**config.mk**
```make
export PLATFORM = sky130hd
export DESIGN_NAME = coh_snoop_ctrl
export DESIGN_NICKNAME = d
export VERILOG_FILES = /design/src/rtl/coh_pkg.sv /design/src/rtl/coh_line_store.sv /design/src/rtl/coh_snoop_unit.sv /design/src/rtl/coh_req_fsm.sv /design/src/rtl/coh_snoop_ctrl.sv
export SDC_FILE = /design/constraint.sdc
export NUM_CORES = 1
export LEC_CHECK = 0
export CAP_MARGIN = 20
export CORE_ASPECT_RATIO = 1.5
export CORE_MARGIN = 5
export CORE_UTILIZATION = 30
export DETAILED_ROUTE_END_ITERATION = 7
export SETUP_SLACK_MARGIN = 0.4
export SLEW_MARGIN = 20
export SYNTH_ARGS = -nofsm -noshare
export SYNTH_HDL_FRONTEND = slang
export SYNTH_HIERARCHICAL = 1
export SYNTH_SLANG_ARGS = --single-unit
```
**constraint.sdc**
```tcl
create_clock -name clk -period 5.06 [get_ports clk]
set_input_delay 1.012 -clock clk [delete_from_list [all_inputs] [get_ports clk]]
set_output_delay 1.012 -clock clk [all_outputs]
set_load 0.01 [all_outputs]
```
**src/rtl/coh_pkg.sv**
```systemverilog
package coh_pkg;

  typedef enum logic [1:0] {
    ST_I = 2'd0,
    ST_S = 2'd1,
    ST_E = 2'd2,
    ST_M = 2'd3
  } coh_state_e;

  typedef enum logic [1:0] {
    OP_RD  = 2'd0,
    OP_RDX = 2'd1,
    OP_WB  = 2'd2
  } bus_op_e;

  // valid/dirty packing: {v,d}
  function automatic logic [1:0] vd_pack(coh_state_e s);
    case (s)
      ST_I:    return 2'b00;
      ST_S:    return 2'b10;
      default: return 2'b11;
    endcase
  endfunction

  function automatic coh_state_e vd_unpack(logic [1:0] b);
    if (!b[1])     return ST_I;
    else if (b[0]) return ST_M;
    else           return ST_S;
  endfunction

endpackage

```
**src/rtl/coh_line_store.sv**
```systemverilog
module coh_line_store
  import coh_pkg::*;
#(
  parameter int IDX_W  = 2,
  parameter int TAG_W  = 8,
  parameter bit VD_ENC = 1'b0
) (
  input  logic                          clk,
  input  logic                          rst_n,
  input  logic [(1<<IDX_W)-1:0]         we,
  input  coh_state_e [(1<<IDX_W)-1:0]   nxt_state,
  input  logic [(1<<IDX_W)-1:0][TAG_W-1:0] nxt_tag,
  output coh_state_e [(1<<IDX_W)-1:0]   cur_state,
  output logic [(1<<IDX_W)-1:0][TAG_W-1:0] cur_tag
);
  localparam int LINES = 1 << IDX_W;

  logic [LINES-1:0][1:0] bits_q;
  logic [LINES-1:0][1:0] bits_d;
  logic [LINES-1:0][TAG_W-1:0] tag_q;

  generate
    if (VD_ENC) begin : g_vd
      always_comb begin
        for (int i = 0; i < LINES; i++) begin
          bits_d[i]    = vd_pack(nxt_state[i]);
          cur_state[i] = vd_unpack(bits_q[i]);
        end
      end
    end else begin : g_full
      always_comb begin
        for (int i = 0; i < LINES; i++) begin
          bits_d[i]    = nxt_state[i];
          cur_state[i] = coh_state_e'(bits_q[i]);
        end
      end
    end
  endgenerate

  always_ff @(posedge clk or negedge rst_n) begin
    if (!rst_n) begin
      bits_q <= '0;
      tag_q  <= '0;
    end else begin
      for (int i = 0; i < LINES; i++) begin
        if (we[i]) begin
          bits_q[i] <= bits_d[i];
          tag_q[i]  <= nxt_tag[i];
        end
      end
    end
  end

  assign cur_tag = tag_q;

endmodule

```
**src/rtl/coh_snoop_unit.sv**
```systemverilog
module coh_snoop_unit
  import coh_pkg::*;
#(
  parameter int IDX_W       = 2,
  parameter int LINE_ADDR_W = 10
) (
  input  logic                          snp_valid,
  input  logic                          snp_op,
  input  logic [LINE_ADDR_W-1:0]        snp_addr,
  input  coh_state_e [(1<<IDX_W)-1:0]   cur_state,
  input  logic [(1<<IDX_W)-1:0][LINE_ADDR_W-IDX_W-1:0] cur_tag,
  output coh_state_e [(1<<IDX_W)-1:0]   post_state,
  output logic                          snp_shared,
  output logic                          snp_intervene
);
  localparam int TAG_W = LINE_ADDR_W - IDX_W;

  logic [IDX_W-1:0] s_idx;
  logic [TAG_W-1:0] s_tag;
  logic             s_hit;

  assign s_idx = snp_addr[IDX_W-1:0];
  assign s_tag = snp_addr[LINE_ADDR_W-1:IDX_W];
  assign s_hit = snp_valid && (cur_tag[s_idx] == s_tag) && (cur_state[s_idx] != ST_I);

  always_comb begin
    post_state    = cur_state;
    snp_shared    = s_hit;
    snp_intervene = s_hit && (cur_state[s_idx] == ST_M);
    if (s_hit) begin
      post_state[s_idx] = snp_op ? ST_I : ST_S;
    end
  end

endmodule

```
**src/rtl/coh_req_fsm.sv**
```systemverilog
module coh_req_fsm
  import coh_pkg::*;
#(
  parameter int IDX_W       = 2,
  parameter int LINE_ADDR_W = 10
) (
  input  logic                          clk,
  input  logic                          rst_n,
  input  logic                          lcl_valid,
  input  logic                          lcl_write,
  input  logic [LINE_ADDR_W-1:0]        lcl_addr,
  output logic                          lcl_ack,
  input  coh_state_e [(1<<IDX_W)-1:0]   post_state,
  input  logic [(1<<IDX_W)-1:0][LINE_ADDR_W-IDX_W-1:0] cur_tag,
  output logic                          bus_req_valid,
  output logic [1:0]                    bus_req_op,
  output logic [LINE_ADDR_W-1:0]        bus_req_addr,
  input  logic                          bus_done,
  input  logic                          bus_fill_excl,
  output logic                          upd_en,
  output logic [IDX_W-1:0]              upd_idx,
  output coh_state_e                    upd_state,
  output logic [LINE_ADDR_W-IDX_W-1:0]  upd_tag
);
  localparam int TAG_W = LINE_ADDR_W - IDX_W;

  typedef enum logic {FS_IDLE = 1'b0, FS_BUSY = 1'b1} fsm_e;

  fsm_e                   fsm_q, fsm_d;
  bus_op_e                op_q, op_d;
  logic [LINE_ADDR_W-1:0] addr_q, addr_d;

  logic [IDX_W-1:0] l_idx;
  logic [TAG_W-1:0] l_tag;
  coh_state_e       l_st;
  logic             l_match;

  assign l_idx   = lcl_addr[IDX_W-1:0];
  assign l_tag   = lcl_addr[LINE_ADDR_W-1:IDX_W];
  assign l_st    = post_state[l_idx];
  assign l_match = (cur_tag[l_idx] == l_tag) && (l_st != ST_I);

  always_comb begin
    fsm_d         = fsm_q;
    op_d          = op_q;
    addr_d        = addr_q;
    lcl_ack       = 1'b0;
    upd_en        = 1'b0;
    upd_idx       = addr_q[IDX_W-1:0];
    upd_tag       = addr_q[LINE_ADDR_W-1:IDX_W];
    upd_state     = ST_I;
    bus_req_valid = (fsm_q == FS_BUSY);
    bus_req_op    = op_q;
    bus_req_addr  = addr_q;
    case (fsm_q)
      FS_IDLE: begin
        if (lcl_valid) begin
          if (l_match && !lcl_write) begin
            lcl_ack = 1'b1;
          end else if (l_match && (l_st == ST_E || l_st == ST_M)) begin
            lcl_ack = 1'b1;
            if (l_st == ST_E) begin
              upd_en    = 1'b1;
              upd_idx   = l_idx;
              upd_tag   = l_tag;
              upd_state = ST_M;
            end
          end else if (!l_match && l_st == ST_M) begin
            fsm_d  = FS_BUSY;
            op_d   = OP_WB;
            addr_d = {cur_tag[l_idx], l_idx};
          end else begin
            fsm_d  = FS_BUSY;
            op_d   = lcl_write ? OP_RDX : OP_RD;
            addr_d = lcl_addr;
          end
        end
      end
      default: begin
        if (bus_done) begin
          fsm_d  = FS_IDLE;
          upd_en = 1'b1;
          case (op_q)
            OP_WB:   upd_state = ST_I;
            OP_RDX:  upd_state = ST_M;
            default: upd_state = bus_fill_excl ? ST_E : ST_S;
          endcase
        end
      end
    endcase
  end

  always_ff @(posedge clk or negedge rst_n) begin
    if (!rst_n) begin
      fsm_q  <= FS_IDLE;
      op_q   <= OP_RD;
      addr_q <= '0;
    end else begin
      fsm_q <= fsm_d;
      if (fsm_q == FS_IDLE) begin
        op_q   <= op_d;
        addr_q <= addr_d;
      end
    end
  end

endmodule

```
**src/rtl/coh_snoop_ctrl.sv**
```systemverilog
module coh_snoop_ctrl
  import coh_pkg::*;
#(
  parameter int IDX_W       = 2,
  parameter int LINE_ADDR_W = 10,
  parameter bit VD_ENC      = 1'b0
) (
  input  logic                   clk,
  input  logic                   rst_n,
  input  logic                   lcl_valid,
  input  logic                   lcl_write,
  input  logic [LINE_ADDR_W-1:0] lcl_addr,
  output logic                   lcl_ack,
  output logic                   bus_req_valid,
  output logic [1:0]             bus_req_op,
  output logic [LINE_ADDR_W-1:0] bus_req_addr,
  input  logic                   bus_done,
  input  logic                   bus_fill_excl,
  input  logic                   snp_valid,
  input  logic                   snp_op,
  input  logic [LINE_ADDR_W-1:0] snp_addr,
  output logic                   snp_shared,
  output logic                   snp_intervene
);
  localparam int LINES = 1 << IDX_W;
  localparam int TAG_W = LINE_ADDR_W - IDX_W;

  coh_state_e [LINES-1:0]          cur_state;
  coh_state_e [LINES-1:0]          post_state;
  coh_state_e [LINES-1:0]          nxt_state;
  logic [LINES-1:0][TAG_W-1:0]     cur_tag;
  logic [LINES-1:0][TAG_W-1:0]     nxt_tag;
  logic [LINES-1:0]                we;

  logic             upd_en;
  logic [IDX_W-1:0] upd_idx;
  coh_state_e       upd_state;
  logic [TAG_W-1:0] upd_tag;

  coh_line_store #(.IDX_W(IDX_W), .TAG_W(TAG_W), .VD_ENC(VD_ENC)) u_store (
    .clk       (clk),
    .rst_n     (rst_n),
    .we        (we),
    .nxt_state (nxt_state),
    .nxt_tag   (nxt_tag),
    .cur_state (cur_state),
    .cur_tag   (cur_tag)
  );

  coh_snoop_unit #(.IDX_W(IDX_W), .LINE_ADDR_W(LINE_ADDR_W)) u_snoop (
    .snp_valid     (snp_valid),
    .snp_op        (snp_op),
    .snp_addr      (snp_addr),
    .cur_state     (cur_state),
    .cur_tag       (cur_tag),
    .post_state    (post_state),
    .snp_shared    (snp_shared),
    .snp_intervene (snp_intervene)
  );

  coh_req_fsm #(.IDX_W(IDX_W), .LINE_ADDR_W(LINE_ADDR_W)) u_fsm (
    .clk           (clk),
    .rst_n         (rst_n),
    .lcl_valid     (lcl_valid),
    .lcl_write     (lcl_write),
    .lcl_addr      (lcl_addr),
    .lcl_ack       (lcl_ack),
    .post_state    (post_state),
    .cur_tag       (cur_tag),
    .bus_req_valid (bus_req_valid),
    .bus_req_op    (bus_req_op),
    .bus_req_addr  (bus_req_addr),
    .bus_done      (bus_done),
    .bus_fill_excl (bus_fill_excl),
    .upd_en        (upd_en),
    .upd_idx       (upd_idx),
    .upd_state     (upd_state),
    .upd_tag       (upd_tag)
  );

  // Snoop result first, then the local or completion update on top.
  always_comb begin
    nxt_state = post_state;
    nxt_tag   = cur_tag;
    if (upd_en) begin
      nxt_state[upd_idx] = upd_state;
      nxt_tag[upd_idx]   = upd_tag;
    end
    for (int i = 0; i < LINES; i++) begin
      we[i] = (nxt_state[i] != cur_state[i]) || (nxt_tag[i] != cur_tag[i]);
    end
  end

endmodule

```
## Yosys cells after proc, flatten, opt, wreduce, memory -nomap -nowiden

Index checks and enable logic that the tools add are counted.

- Input port bits: 28
- Output and inout bits: 16
- Word-level logic and storage cells: 110
- Bits in registers: 53

- Reduce and logical (&&, ||, !) cells: 19
- Muxes and demuxes: 57
- Magnitude comparators: 5
- Bitwise logic cells: 3
- Equal/unequal tests: 15

Operators by type and width:

| cell | count |
|---|---|
| $mux W8 | 10 |
| $mux W2 | 17 |
| $bmux W8 S2 | 2 |
| $bwmux W32 | 1 |
| $mux W32 | 1 |
| $ne A8 B8 Y1 | 4 |
| $mux W1 | 17 |
| $bwmux W8 | 2 |
| $demux W8 S2 | 1 |
| $eq A8 B8 Y1 | 2 |
| $mux W10 | 1 |
| $logic_and A1 B1 Y1 | 9 |
| $lt A2 B3 Y1 const B | 3 |
| $bmux W2 S2 | 2 |
| $demux W2 S2 | 2 |
| $eq A2 B2 Y1 const B | 4 |
| $ne A2 B2 Y1 | 4 |
| $logic_or A1 B1 Y1 | 5 |
| $ge A2 B1 Y1 const B | 2 |
| $pmux W2 S2 | 1 |
| $reduce_and A4 Y1 | 1 |
| $reduce_bool A2 Y1 | 2 |
| $not A1 Y1 | 3 |
| $eq A2 B1 Y1 const B | 1 |
| $logic_not A1 Y1 | 2 |

## Logic depth before layout (Yosys ltp)

- Depth in word-level cells: 23
- Gate-level depth with buffers: 20
- Mapped depth without buffers: 16

## Modules after synthesis

Netlist, hierarchy kept.

By module, submodules not included:

| module | cells each | times used | sequential area each (µm²) | area an instance (µm²) |
|---|---|---|---|---|
| coh_line_store | 84 | 1 | 1,001.0 | 1,646.6 |
| coh_req_fsm | 109 | 1 | 325.3 | 1,290.0 |
| coh_snoop_ctrl | 123 | 1 | 0.0 | 1,028.5 |
| coh_snoop_unit | 48 | 1 | 0.0 | 566.8 |

## Worst setup path after synthesis

Ideal clock, no wire load.

- Kind: in2reg
- From: input snp_addr[0]
- To: register u_store.bits_q (netlist bit u_store/cur_state[2])
- Stages on the path: 20
- Required time: 4,935 ps
- Buffers on the path: 4
- Library setup time: 125 ps
- Setup slack: -925 ps
- Arrival time: 5,860 ps
- Cells stage by stage: buf_6 -> mux4_2 -> xor2_1 -> or4_4 -> nor4_2 -> mux2i_1 -> mux4_2 -> nor2_1 -> nor4_4 -> nand2_2 -> nor3_4 -> buf_6 -> mux2_4 -> clkbuf_1 -> xor2_1 -> or3_1 -> o41ai_1 -> o221ai_1 -> buf_6 -> mux2_4

RTL lines:

| what | line | text |
|---|---|---|
| from (decl) | coh_snoop_ctrl.sv:21 | `input logic [LINE_ADDR_W-1:0] snp_addr,` |
| to (signal, indexed assignment) | coh_line_store.sv:47 | `bits_q[i] <= bits_d[i];` |
| to (decl) | coh_line_store.sv:18 | `logic [LINES-1:0][1:0] bits_q;` |

==> summary.txt <==
Run status
  • Status: finished with violations
  • Failing checks: setup timing

Synth
  • Predominant post-synthesis flop cell: dfrtp_1
  • Post-Synth XOR/XNOR Area: 0.108
  • Simple logic cell fraction of the synthesized area: 0.106
  • Yosys warning count: 6
  • Post-Syn Nets: about 400
  • Mux contribution to synthesized area: 0.401
  • Synth cell types: between 40 and 50
  • Cell taking the most area after synthesis: dfrtp_1
  • EDFF count, synth: 0
  • Post-synthesis compound-gate area fraction: 0.0442
  • Async S/R FF share, synth: 1.00
  • Adder-cell area share of the yosys netlist: 0.00276
  • Syn avg cell area: 12.5 um2
  • #FFs+latches synth: 53
  • Synth area leaders: dfrtp_1, mux2_4, mux2_2
  • Largest family of logic cells by synthesized area: multiplexers
  • Most common cell in the netlist: dfrtp_1
  • Post-synth top cells: dfrtp_1, mux2_4, mux2_2
  • Yosys top cell area share: 0.293
  • Mapped Area: between 4000 and 5000 um2
  • Register area share after synthesis: 0.293
  • Cell count after synthesis: 364

Placement
  • Placed cell areas: 5860 um2
  • DP HPWL: between 10,000 and 15,000 um
  • I/O Buffers: 43
  • Gpl congestion: 0.857

CTS
  • Clock Tree Buf Depth: 2
  • CTS Sinks: 53
  • CTS tree: built
  • CTS root buffer: clkbuf_16
  • Worst skew pair latency: approximately 0.31 ns
  • Clk slew on worst S/H paths: 0.08 ns
  • CTS H-tree lvls: 2
  • TritonCTS Buffers: 5

Timing
  • Final cycle utilization of the critical path: 1.20
  • Slew headroom: 0.506
  • Clock skew: 0.0112 ns
  • RSZ-0062 raised after global routing: yes
  • Final max-slew violation count: 0
  • Final setup fails: 41
  • Worst hold margin: 0.571 ns
  • Worst slew pin tran: around 0.74 ns
  • Final Hold Vio Count: 0
  • Setup TNS: -39.94 ns
  • Final worst setup slack: -1.04 ns
  • Max Clk Rate: ~160 MHz
  • Crit path time final: 6.10 ns

GRT
  • First-pass GRT wire length: 21,400 um
  • All-Layer GR Usage: 0.158
  • Initial antenna violation count: 0
  • Pin count of the biggest net entering global routing: 54
  • Vias in the first global route: 3,913
  • Congestion Overflow GR: 0

Floorplan
  • Die Width: between 100 and 150 um
  • Core Area: approximately 15,000 um2
  • Die height: 161 um
  • I/O pins: 44
  • Die ar.: 17,700 um2
  • Starting density of the core: 0.302
  • Rows: 55

Hold path
  • Hold crit path type: reg2reg
  • HP Start: u_fsm/bus_req_addr[0]
  • Hold Path Depth: 1
  • WHS Endpoint: u_fsm/bus_req_addr[0]

Layout
  • Total Nets Final: around 550
  • Register Area: 1330 um2
  • Final instance area: 6620 um2
  • Share of layout cells above drive strength 1: 0.547
  • Area growth, synth to finish: 46.0%
  • ANT cells: 0
  • Multi-input gate area: between 3000 and 4000 um2
  • Fill cells: between 1,000 and 1,500

Power and ir drop
  • Peak supply drop: approximately 190 uV
  • P_leak: 3.01 nW
  • Int Pwr: 0.00247 W
  • Comb power frac: 0.719
  • Clk network pwr share: 0.092
  • Sequential Power Share: 0.189
  • Total power: 0.00400 W
  • Pwr/cell area: a little over 600 nW/um2
  • Switching part of the total: 0.383
  • P_sw: 0.00153 W

Setup path
  • Crit start category: input pin
  • Critical R2R Capture: u_store/cur_tag[23]
  • Worst R2R Setup Slack: -0.54 ns
  • Critical path required time: 5.25 ns
  • CP max FO: 10
  • WP data arrival: 6.28 ns
  • R2r worst-path depth: 21
  • Crit Path Category: in2reg
  • Launch point of the worst reg-to-reg path: u_store/cur_tag[0]
  • Crit. End Element: register

Detailed routing
  • Drt total wl: 14,000 um
  • Via-to-Cell Ratio: 5.10
  • DR WL/cell: 19.4 um
  • DRT antenna net count: 0
  • Via count: around 3,700
  • DRC violation count after routing: 0
  • TritonRoute pass-1 iters: 4
  • Initial drt markers: ~100

Flow run
  • Max Cap Viol: 0
layout by cell type (no fill, tap or decap), drive strengths merged, types with 7 or more instances in the layout:
master	synthesis	routed
nor4	12	12
mux2i	14	14
xnor2	23	23
xor2	33	33
buf	16	133
dfrtp	53	53
o221a	7	7
mux2	92	92
clkdlybuf4s50	0	38
nor2b	7	7
nand3	12	12
nand2	10	10
inv	10	11
mux4	19	19
metrics by stage:
stage / worst slack, ns / util / instances
final: -1.04 / 0.441 / 720
after global routing: -1.25 / 0.441 / 720
after global placement: -1.77 / 0.390 / 679
after detailed placement: -1.80 / 0.390 / 679
after CTS: -1.03 / 0.429 / 713
after floorplan: -0.617 / - / 364
metal layers:
layer	GRT usage	wire length [um]	up-vias
li1	-	-	1674
met1	0.169	5280	1895
met5	0	0	-
met4	0.0706	568	0
met3	0.0121	276	31
met2	0.304	7850	70
logic make-up (layout without fill, tap and decap cells):
| logic type | after synthesis | in the layout |
|---|---|---|
| adder cells (fa/ha/maj) | 1 | 1 |
| AO/OA/AOI/OAI | 24 | 24 |
| flip-flops | 53 | 53 |
| multiplexers | 125 | 125 |
| buffers and inverters | 34 | 191 |
| XOR/XNOR | 56 | 56 |
| AND/OR/NAND/NOR | 71 | 71 |
worst max-delay path by stage:
| stage | startpoint | to | slack [ns] |
|---|---|---|---|
| 4_1_cts | snp_addr[0] | u_store/cur_tag[30] | -1.03 |
| 3_5_place_dp | snp_addr[0] | u_store/cur_tag[30] | -1.80 |
| 3_3_place_gp | snp_addr[0] | u_store/cur_tag[30] | -1.77 |
| 2_1_floorplan | snp_addr[0] | u_store/cur_state[2] | -0.62 |
| 6_report | snp_addr[0] | u_store/cur_tag[23] | -1.04 |
| 5_1_grt | snp_addr[0] | u_store/cur_tag[15] | -1.25 |
sequential cells by signal, summed over array words and instances (netlist names):
signal / flops
u_store/cur_state: 8
u_store/cur_tag: 32
u_fsm/bus_req_valid: 1
u_fsm/bus_req_addr: 10
u_fsm/bus_req_op: 2
worst max-delay path, cell delays in order:
cell	delay (ns)
buf_6	0.08
buf_12	0.12
mux4_2	0.50
xor2_1	0.16
or4_4	0.57
buf_12	0.16
nor4_4	0.18
mux2i_2	0.29
mux4_2	0.31
nor2_2	0.05
buf_4	0.13
nor4_4	0.16
nand2_2	0.12
nor3_4	0.23
buf_12	0.15
buf_6	0.09
mux2_4	0.31
nand3b_1	0.27
mux2_4	0.37
xor2_1	0.15
or3_4	0.39
buf_12	0.17
mux2_4	0.30
power groups by stage:
stage          sequential [W]  clock (W)  combinational, W
3_5_place_dp         0.000753          0           0.00256
2_1_floorplan        0.000811          0           0.00167
4_1_cts              0.000757   0.000378           0.00276
6_report             0.000757   0.000368           0.00287
3_3_place_gp         0.000753          0           0.00252
5_1_grt              0.000780   0.000392           0.00302
final cells by class:
cell class,instances,share of cell area
Sequential cell,53,0.200
Clock buffer,5,0.0189
Multi-Input combinational cell,277,0.501
Tap cell,199,0.0376
Inverter,10,0.00567
Clock inverter,3,0.00378
Timing Repair Buffer,173,0.233
what timing repair did:
action,in CTS,in global routing
resized for setup,51,23
setup endpoints to repair,56,52
pin swaps,21,10
hold buffers,0,0
hold endpoints to repair,0,0
setup buffers,26,7
(Power assumes the default switching activity.)
